## src/rtl/asram_pkg.sv

```systemverilog
package asram_pkg;

    localparam int unsigned DATA_W = 16;
    localparam int unsigned LANES  = DATA_W / 8;

    typedef enum logic [2:0] {
        ST_IDLE,
        ST_RD_GAP,
        ST_RD_ACC,
        ST_WR_TURN,
        ST_WR_PULSE,
        ST_WR_HOLD
    } asram_state_e;

    // Clocks needed to cover t_ns, never less than one
    function automatic int unsigned ns_to_clk(input int unsigned t_ns, input int unsigned per_ns);
        int unsigned c;
        c = (t_ns + per_ns - 1) / per_ns;
        if (c < 1) c = 1;
        return c;
    endfunction

    function automatic int unsigned umax(input int unsigned a, input int unsigned b);
        return (a > b) ? a : b;
    endfunction

endpackage

```

## src/rtl/asram_phase_cnt.sv

```systemverilog
module asram_phase_cnt #(
    parameter int unsigned CW = 5
) (
    input  logic          clk,
    input  logic          rst_n,
    input  logic          load,
    input  logic [CW-1:0] load_val,
    output logic          last
);
    logic [CW-1:0] cnt_q;

    always_ff @(posedge clk or negedge rst_n) begin
        if (!rst_n)
            cnt_q <= '0;
        else if (load)
            cnt_q <= load_val;
        else if (cnt_q != '0)
            cnt_q <= cnt_q - 1'b1;
    end

    assign last = (cnt_q == '0);
endmodule

```

## src/rtl/asram_rd_capture.sv

```systemverilog
module asram_rd_capture
    import asram_pkg::*;
(
    input  logic              clk,
    input  logic              rst_n,
    input  logic              capture,
    input  logic [LANES-1:0]  lanes,
    input  logic [DATA_W-1:0] dq_i,
    output logic              rvalid,
    output logic [DATA_W-1:0] rdata
);
    logic [DATA_W-1:0] lane_bits;

    generate
        for (genvar g = 0; g < LANES; g++) begin : g_lane
            assign lane_bits[g*8 +: 8] = {8{lanes[g]}};
        end
    endgenerate

    always_ff @(posedge clk or negedge rst_n) begin
        if (!rst_n) begin
            rvalid <= 1'b0;
            rdata  <= '0;
        end else begin
            rvalid <= capture;
            if (capture)
                rdata <= dq_i & lane_bits;
        end
    end

    // the valid strobe never lasts longer than one clock
    assert_rvalid_pulse_R3: assert property (@(posedge clk) disable iff (!rst_n)
        rvalid |=> !rvalid);
endmodule

```

## src/rtl/asram_ctrl.sv

```systemverilog
module asram_ctrl
    import asram_pkg::*;
#(
    parameter int unsigned ADDR_W    = 17,
    parameter int unsigned CLK_NS    = 4,
    parameter int unsigned T_RC_NS   = 70,
    parameter int unsigned T_AA_NS   = 70,
    parameter int unsigned T_WC_NS   = 70,
    parameter int unsigned T_PWE_NS  = 60,
    parameter int unsigned T_SCE_NS  = 60,
    parameter int unsigned T_SD_NS   = 30,
    parameter int unsigned T_HD_NS   = 0,
    parameter int unsigned T_TURN_NS = 4
) (
    input  logic              clk,
    input  logic              rst_n,
    input  logic              req,
    output logic              ready,
    input  logic              wr,
    input  logic [ADDR_W-1:0] addr,
    input  logic [15:0]       wdata,
    input  logic [1:0]        bmask,
    output logic              rvalid,
    output logic [15:0]       rdata,
    output logic [ADDR_W-1:0] sram_addr,
    output logic              sram_ce_n,
    output logic              sram_oe_n,
    output logic              sram_we_n,
    output logic              sram_ub_n,
    output logic              sram_lb_n,
    output logic [15:0]       sram_dq_o,
    output logic              sram_dq_oe,
    input  logic [15:0]       sram_dq_i
);
    // Phase lengths in clocks
    localparam int unsigned RD_CYC   = umax(ns_to_clk(T_RC_NS, CLK_NS), ns_to_clk(T_AA_NS, CLK_NS));
    localparam int unsigned WP_CYC   = umax(umax(ns_to_clk(T_PWE_NS, CLK_NS), ns_to_clk(T_SCE_NS, CLK_NS)),
                                            ns_to_clk(T_SD_NS, CLK_NS));
    localparam int unsigned WC_CYC   = ns_to_clk(T_WC_NS, CLK_NS);
    localparam int unsigned HOLD_CYC = umax(ns_to_clk(T_HD_NS, CLK_NS),
                                            (WC_CYC > WP_CYC) ? (WC_CYC - WP_CYC) : 1);
    localparam int unsigned TURN_CYC = ns_to_clk(T_TURN_NS, CLK_NS);
    localparam int unsigned MAX_CYC  = umax(umax(RD_CYC, WP_CYC), umax(HOLD_CYC, TURN_CYC));
    localparam int unsigned CW       = $clog2(MAX_CYC + 1);

    localparam logic [CW-1:0] RD_LD   = CW'(RD_CYC - 1);
    localparam logic [CW-1:0] WP_LD   = CW'(WP_CYC - 1);
    localparam logic [CW-1:0] HOLD_LD = CW'(HOLD_CYC - 1);
    localparam logic [CW-1:0] TURN_LD = CW'(TURN_CYC - 1);

    asram_state_e state_q, state_d;
    logic          load, last, accept;
    logic [CW-1:0] load_val;
    logic [1:0]    lanes_q, lanes_d;
    logic          capture;

    asram_phase_cnt #(.CW(CW)) u_cnt (
        .clk      (clk),
        .rst_n    (rst_n),
        .load     (load),
        .load_val (load_val),
        .last     (last)
    );

    assign ready   = (state_q == ST_IDLE) || ((state_q == ST_WR_HOLD) && last);
    assign accept  = ready && req;
    assign lanes_d = accept ? bmask : lanes_q;
    assign capture = (state_q == ST_RD_ACC) && last;

    // Next-state and phase-count selection
    always_comb begin
        state_d  = state_q;
        load     = 1'b0;
        load_val = '0;
        unique case (state_q)
            ST_IDLE: begin
                if (req) begin
                    load = 1'b1;
                    if (wr) begin
                        state_d  = ST_WR_TURN;
                        load_val = TURN_LD;
                    end else begin
                        state_d  = ST_RD_ACC;
                        load_val = RD_LD;
                    end
                end
            end
            ST_RD_GAP: begin
                state_d  = ST_RD_ACC;
                load     = 1'b1;
                load_val = RD_LD;
            end
            ST_RD_ACC: begin
                if (last) state_d = ST_IDLE;
            end
            ST_WR_TURN: begin
                if (last) begin
                    state_d  = ST_WR_PULSE;
                    load     = 1'b1;
                    load_val = WP_LD;
                end
            end
            ST_WR_PULSE: begin
                if (last) begin
                    state_d  = ST_WR_HOLD;
                    load     = 1'b1;
                    load_val = HOLD_LD;
                end
            end
            ST_WR_HOLD: begin
                if (last) begin
                    if (req && wr) begin
                        state_d  = ST_WR_PULSE;
                        load     = 1'b1;
                        load_val = WP_LD;
                    end else if (req) begin
                        state_d  = ST_RD_GAP;
                    end else begin
                        state_d  = ST_IDLE;
                    end
                end
            end
            default: state_d = ST_IDLE;
        endcase
    end

    // State register and request latches
    always_ff @(posedge clk or negedge rst_n) begin
        if (!rst_n) begin
            state_q   <= ST_IDLE;
            lanes_q   <= '0;
            sram_addr <= '0;
            sram_dq_o <= '0;
        end else begin
            state_q <= state_d;
            lanes_q <= lanes_d;
            if (accept) begin
                sram_addr <= addr;
                sram_dq_o <= wdata;
            end
        end
    end

    // Registered strobes, decoded from the state being entered
    always_ff @(posedge clk or negedge rst_n) begin
        if (!rst_n) begin
            {sram_ce_n, sram_oe_n, sram_we_n, sram_ub_n, sram_lb_n} <= 5'b11111;
            sram_dq_oe <= 1'b0;
        end else begin
            unique case (state_d)
                ST_RD_ACC: begin
                    {sram_ce_n, sram_oe_n, sram_we_n} <= 3'b001;
                    {sram_ub_n, sram_lb_n} <= ~lanes_d;
                    sram_dq_oe <= 1'b0;
                end
                ST_WR_TURN: begin
                    {sram_ce_n, sram_oe_n, sram_we_n, sram_ub_n, sram_lb_n} <= 5'b01111;
                    sram_dq_oe <= 1'b0;
                end
                ST_WR_PULSE: begin
                    {sram_ce_n, sram_oe_n, sram_we_n} <= 3'b010;
                    {sram_ub_n, sram_lb_n} <= ~lanes_d;
                    sram_dq_oe <= 1'b1;
                end
                ST_WR_HOLD: begin
                    {sram_ce_n, sram_oe_n, sram_we_n, sram_ub_n, sram_lb_n} <= 5'b01011;
                    sram_dq_oe <= 1'b1;
                end
                default: begin
                    {sram_ce_n, sram_oe_n, sram_we_n, sram_ub_n, sram_lb_n} <= 5'b11111;
                    sram_dq_oe <= 1'b0;
                end
            endcase
        end
    end

    asram_rd_capture u_cap (
        .clk     (clk),
        .rst_n   (rst_n),
        .capture (capture),
        .lanes   (lanes_q),
        .dq_i    (sram_dq_i),
        .rvalid  (rvalid),
        .rdata   (rdata)
    );

    // a deselected chip sees every other strobe high and an undriven bus
    assert_idle_quiet_R1: assert property (@(posedge clk) disable iff (!rst_n)
        sram_ce_n |-> (sram_oe_n && sram_we_n && sram_ub_n && sram_lb_n && !sram_dq_oe));

    // ready stays low while the memory drives the bus
    assert_busy_on_read_R2: assert property (@(posedge clk) disable iff (!rst_n)
        !sram_oe_n |-> !ready);

    // never read and write enable together
    assert_oe_we_excl_R4: assert property (@(posedge clk) disable iff (!rst_n)
        !(!sram_oe_n && !sram_we_n));

    // controller drives only while the memory outputs are off
    assert_drive_safe_R4: assert property (@(posedge clk) disable iff (!rst_n)
        sram_dq_oe |-> sram_oe_n);

    // write enable falls only after a clock with output enable high and chip selected
    assert_turnaround_R4: assert property (@(posedge clk) disable iff (!rst_n)
        $fell(sram_we_n) |-> ($past(sram_oe_n) && !$past(sram_ce_n)));

    // a write overlap is ended by the byte enables, write enable still low
    assert_be_ends_write_R5: assert property (@(posedge clk) disable iff (!rst_n)
        ($rose(sram_lb_n) && $past(sram_oe_n)) |-> !sram_we_n);

    // address and data steady inside an overlap
    assert_overlap_stable_R5: assert property (@(posedge clk) disable iff (!rst_n)
        (!sram_we_n && $past(!sram_we_n) && !sram_lb_n && $past(!sram_lb_n))
            |-> ($stable(sram_dq_o) && $stable(sram_addr)));
endmodule

```

## config.mk

```make
export PLATFORM = sky130hd
export DESIGN_NAME = asram_ctrl
export DESIGN_NICKNAME = d
export VERILOG_FILES = /design/src/rtl/asram_pkg.sv /design/src/rtl/asram_phase_cnt.sv /design/src/rtl/asram_rd_capture.sv /design/src/rtl/asram_ctrl.sv
export SDC_FILE = /design/constraint.sdc
export NUM_CORES = 1
export LEC_CHECK = 0
export ABC_CLOCK_PERIOD_IN_PS = 2570
export BUFFER_PORTS_ARGS = -buffer_cell sky130_fd_sc_hd__clkbuf_2
export CAP_MARGIN = 0
export CORE_ASPECT_RATIO = 0.9
export CORE_MARGIN = 2
export CORE_UTILIZATION = 48
export CTS_BUF_LIST = sky130_fd_sc_hd__clkbuf_4 sky130_fd_sc_hd__clkbuf_8 sky130_fd_sc_hd__clkbuf_16
export DETAILED_ROUTE_END_ITERATION = 16
export PLACE_DENSITY = 0.82
export RECOVER_POWER = 100
export SLEW_MARGIN = 40
export SYNTH_ARGS = -nofsm -noshare
export SYNTH_HDL_FRONTEND = slang
export SYNTH_SLANG_ARGS = --single-unit
```

## constraint.sdc

```tcl
create_clock -name clk -period 2.57 [get_ports clk]
set_input_delay 0.514 -clock clk [delete_from_list [all_inputs] [get_ports clk]]
set_output_delay 0.514 -clock clk [all_outputs]
set_load 0.01 [all_outputs]
```

==> Yosys cells after proc, flatten, opt, wreduce, memory -nomap -nowiden <==
Index checks and enable logic that the tools add are counted.
{ "totals": {"reg_bits": 66, "input_bits": 55, "out_inout_bits": 57, "elab_cells": 68} }
{ "classes": {"add_sub_neg": 1, "eq_ne": 9, "muxes": 30, "n_bitwise": 2, "reduce_logical": 13} }
{ "ops": {"columns": ["cell", "n"], "rows": [
  ["case mux 5 bit (5 select lines)", 1],
  ["2-to-1 mux 5 bit", 4],
  ["2-to-1 mux 3 bit", 6],
  ["case mux 3 bit (6 select lines)", 1],
  ["bitwise AND 16 bit", 1],
  ["== test 3 x 2 -> 1 bit (second input constant)", 4],
  ["== test 3 bit (second input constant)", 4],
  ["2-to-1 mux 1 bit", 12],
  ["2-to-1 mux 4 bit", 3],
  ["OR reduction 2 bit", 3],
  ["logical NOT 5 bit", 1],
  ["nonzero test 5 bit", 1],
  ["subtractor 5 x 1 -> 5 bit (second input constant)", 1],
  ["logical AND 1 bit", 4],
  ["2-to-1 mux 2 bit", 2],
  ["case mux 1 bit (4 select lines)", 1],
  ["OR reduction 4 bit", 1],
  ["== test 3 x 1 -> 1 bit (second input constant)", 1],
  ["logical NOT 3 bit", 1],
  ["inverter 2 bit", 1],
  ["nonzero test 2 bit", 1],
  ["logical OR 1 bit", 1]
]} }

==> Logic depth before layout (Yosys ltp) <==
{ "depth": {"ltp_word": 7, "ltp_mapped": 9, "ltp_nobuf": 8} }

==> By module <==
From an unflattened synthesis, not the netlist that was laid out.
{ "unflattened": {"hier_cells": 226, "hier_area_um2": 2934.1} }
{ "by_module_without_submodules": {"columns": ["module", "n_inst", "cells_per_inst", "area_each_um2", "seq_area_each_um2"], "rows": [
  ["asram_ctrl", 1, 129, 1981.9, 1107.3],
  ["asram_rd_capture", 1, 70, 673.1, 425.4],
  ["asram_phase_cnt", 1, 27, 279.0, 125.1]
]} }

==> Least setup slack after synthesis <==
OpenSTA, ideal clock, no wires.
{ "synth_path": {"kind": "reg2reg", "startpoint": "register u_cnt.cnt_q[0]", "endpoint": "register u_cap.rdata[10]", "setup_ps": 117, "arrival_time_ps": 1909, "required_ps": 2453, "path_slack_ps": 543, "stages_incl_launch_ff": 10, "path_buffers": 3, "period_less_slack_ps": 2027, "path_cell_list": "dfrtp_1 -> inv_1 -> ha_1 -> or4b_1 -> buf_2 -> or3_1 -> clkbuf_2 -> buf_4 -> nand2_1 -> o21ai_2"} }
{ "synth_between": {"elab_chain_cells": 2} }
{ "synth_lines": {"columns": ["element", "line", "rtl"], "rows": [
  ["start, declared", "asram_phase_cnt.sv:10", "logic [CW-1:0] cnt_q;"],
  ["start signal, assigned", "asram_phase_cnt.sv:16", "cnt_q <= load_val;"],
  ["start signal, assigned", "asram_phase_cnt.sv:18", "cnt_q <= cnt_q - 1'b1;"],
  ["logical NOT 5 bit", "asram_phase_cnt.sv:21", "assign last = (cnt_q == '0);"],
  ["logical AND 1 bit", "asram_ctrl.sv:68", "assign capture = (state_q == ST_RD_ACC) && last;"],
  ["end signal, assigned", "asram_rd_capture.sv:27", "rdata <= dq_i & lane_bits;"],
  ["end, declared", "asram_rd_capture.sv:10", "output logic [DATA_W-1:0] rdata"]
]} }
Every way passes these cells.
A chain may end at the register's enable or synchronous reset.

==> Worst setup path after layout <==
{ "layout_path": {"startpoint": "register u_cnt.cnt_q[0]", "endpoint": "output ready"} }
{ "layout_between": {"elab_chain_cells": 3} }
{ "layout_lines": {"columns": ["element", "line", "rtl"], "rows": [
  ["logical NOT 5 bit", "asram_phase_cnt.sv:21", null],
  ["logical AND 1 bit", "asram_ctrl.sv:65", "assign ready = (state_q == ST_IDLE) || ((state_q == ST_WR_HOLD) && last);"],
  ["logical OR 1 bit", "asram_ctrl.sv:65", null],
  ["end, declared", "asram_ctrl.sv:18", "output logic ready,"]
]} }
Every way passes these cells.

==> run summary <==
Clock Pin Slew Worst Setup and Hold Paths = 70 ps
Most numerous cell in the Yosys netlist = dfrtp_1
GP Congestion = 0.875
Register area share after synthesis = 58.9%
Number of synthesis warnings = 0
Top_reg_cell synth = dfrtp_1
Full die area = 0.00650 sq mm
Crit path kind = flop to output port
Max Used Layer = met4
Core area = 0.00566 sq mm
Worst setup SP type = flop
Post-route setup slack = 75.0 ps
Post-synthesis register bit count = 66
First-pass GRT wire length = 9500 um
Clk_skew = 4.38 ps
EDFF count, synth = 0
Proportion of netlist area held by the largest area contributor = 54.2%
Setup_tns = 0 ps
DR vias = 2,109
Ranking of synthesized cells by area = dfrtp_1, mux2_2, nand2_1
Routed wire length on met2 = 3020 um
Power, Total = 4.33 mW
Synth Area per Inst = 12.1 sq um
Post-DP HPWL = 4300 um
Unique cell type count in the Yosys netlist = 38
CP endpoint kind = output port
I/O Pins = 112
Post-synth top area cell = dfrtp_1
Share of layout cells above drive strength 1 = 33.3%
Post-route ant nets = 0
Gr ovfl total = 0
CP arrival = 1980 ps
Minimum clock period after layout = 2490 ps
M1 WL = 2430 um
Worst Tran Pin Value = 1490 ps
P&R area growth vs syn = 25.0%
Starting Density = 49.8%
DP Worst Slack = 317 ps
WL final = 5950 um
Pin count of the biggest net entering global routing = 42
Root buf cell = clkbuf_8
Remaining DRCs = 0
Number of H-tree levels = 3
Final #Nets = 404
CP required = 2060 ps
Hold Path Class = input pin to flop
Final period util = 97.1%
Max Slew Vio Count = 0
Vias/cell = 5.01
Clock buffer count from CTS = 9
WHS Path Cells = 3
WL/cell = 14.1 um
LEAKAGE = 1.68 nW
Pre-Repair DR Iteration Count = 4
PortBufs = 111
Fmax = 401 MHz
Max clock buf depth = 2
Clk_lat worst skew = 340 ps
Max Cap Viol = 1
Netlist Area Pre-Place = 0.00282 sq mm
Worst Path Max Fanout = 3
Power Density = 1230 mW/mm^2
# setup viols final = 0
R2R depth = 6
Gate Count Post-Synth = 232
Failing checks = max-capacitance violations
Hold Vio Cnt, Final = 0
WL met3 = 419 um
Die span in x = 84.7 um
TritonCTS clock tree = yes
Number of global-route vias before repair = 2,046
Worst slew margin = 0.841%
Final antenna diode count = 0
Chip height = 76.7 um
CTS sink count = 66
Commonest cells post-synth = dfrtp_1, nand2_1, mux2_2
Peak VDD IR = 660 uV
Syn Nets = 290
Status = finished with violations
GRT Util Overall = 18.7%
Asr flop ratio synth = 100%
Post-CTS Hold Fix Bufs = 0
Initial antenna violation count = 0
Rows = 26
DRT iter0 DRCs = 81
## sequential cells by signal, indices dropped and copies added, names as in the netlist
name	count
sram_oe_n	1
u_cap.rdata	16
lanes_q	2
u_cnt.cnt_q	5
sram_dq_o	16
u_cap.rvalid	1
sram_we_n	1
state_q	3
sram_ce_n	1
sram_dq_oe	1
sram_lb_n	1
sram_ub_n	1
sram_addr	17
## routing by layer
layer | GRT usage (%) | vias to the layer above
li1 | - | 1013
met1 | 22.7 | 1009
met2 | 31.0 | 79
met3 | 6.35 | 8
met4 | 7.14 | 0
met5 | 0 | -
## path summary, 6_finish.rpt
path | from | endpoint | slack (ps)
max | u_cnt.cnt_q[0] | ready | 80
min | sram_dq_i[4] | u_cap.rdata[4] | 400
min reg2reg | u_cap.rdata[4] | u_cap.rdata[4] | 480
min in group asynchronous | rst_n | u_cap.rdata[2] | 520
max reg2reg | u_cnt.cnt_q[0] | sram_dq_o[10] | 220
max in group asynchronous | rst_n | sram_we_n | 1110
## critical path, cell delays in order, from the launching register on
cell and delay, ps:
dfrtp_1 400, inv_1 90, ha_1 170, or4b_4 500, nor2_4 120, a21oi_1 80
nor2_1 130, clkbuf_2 150
## report_power, final
| group | internal, mW | total [mW] | leakage [nW] | switching (mW) |
|---|---|---|---|---|
| sequential | 1.55 | 1.88 | 0.809 | 0.325 |
| combinational | 0.688 | 1.51 | 0.754 | 0.822 |
| clock | 0.566 | 0.942 | 0.114 | 0.376 |
| total | 2.81 | 4.33 | 1.68 | 1.52 |
## cells in the final DEF (no fill, tap or decap), types with 3 or more instances in the layout
cell and n:
clkbuf_1 59, mux2_2 36, clkbuf_2 54, inv_1 7, nor2_1 5, dfstp_2 5, nand2_1 42, dfrtp_1 61
a21oi_1 4, o21ai_0 25, xnor2_1 3, ha_1 3, clkbuf_8 9, or3_1 3
## per-stage QoR
stage / cells / instance area (sq um) / hold slack (ps) / utilization [%]
final: 421 / 3520 / 400 / 62.2
after global placement: 403 / 3420 / 463 / 60.4
after detailed placement: 403 / 3420 / 466 / 60.4
after CTS: 419 / 3640 / 181 / 64.3
after global routing: 421 / 3520 / 388 / 62.2
after floorplan: 232 / 2820 / 218 / -
## cells by family after synthesis
kind of cell	Yosys count	share of synthesized area, %
flip-flops	66	58.9
buffers and inverters	21	4.35
multiplexers	37	14.7
AO/OA/AOI/OAI	38	9.15
XOR/XNOR	4	1.24
adder cells (fa/ha/maj)	3	1.33
AND/OR/NAND/NOR	63	10.3
## layout make-up
type,count,area (sq um)
clock inverter,5,78.8
inverter,7,26.3
multi-input combinational,145,1000
tap,70,87.6
timing repair buffer,117,532
fill,511,2140
sequential,66,1660
clock buffer,11,139
## repair_timing
action | 4_1_cts | 5_1_grt
buffers inserted | 0 | 2
gates resized for setup | 1 | 2
gates cloned | 0 | 0
endpoints found under the setup margin | 1 | 1
No activity file was read; power rests on OpenSTA's default activity.
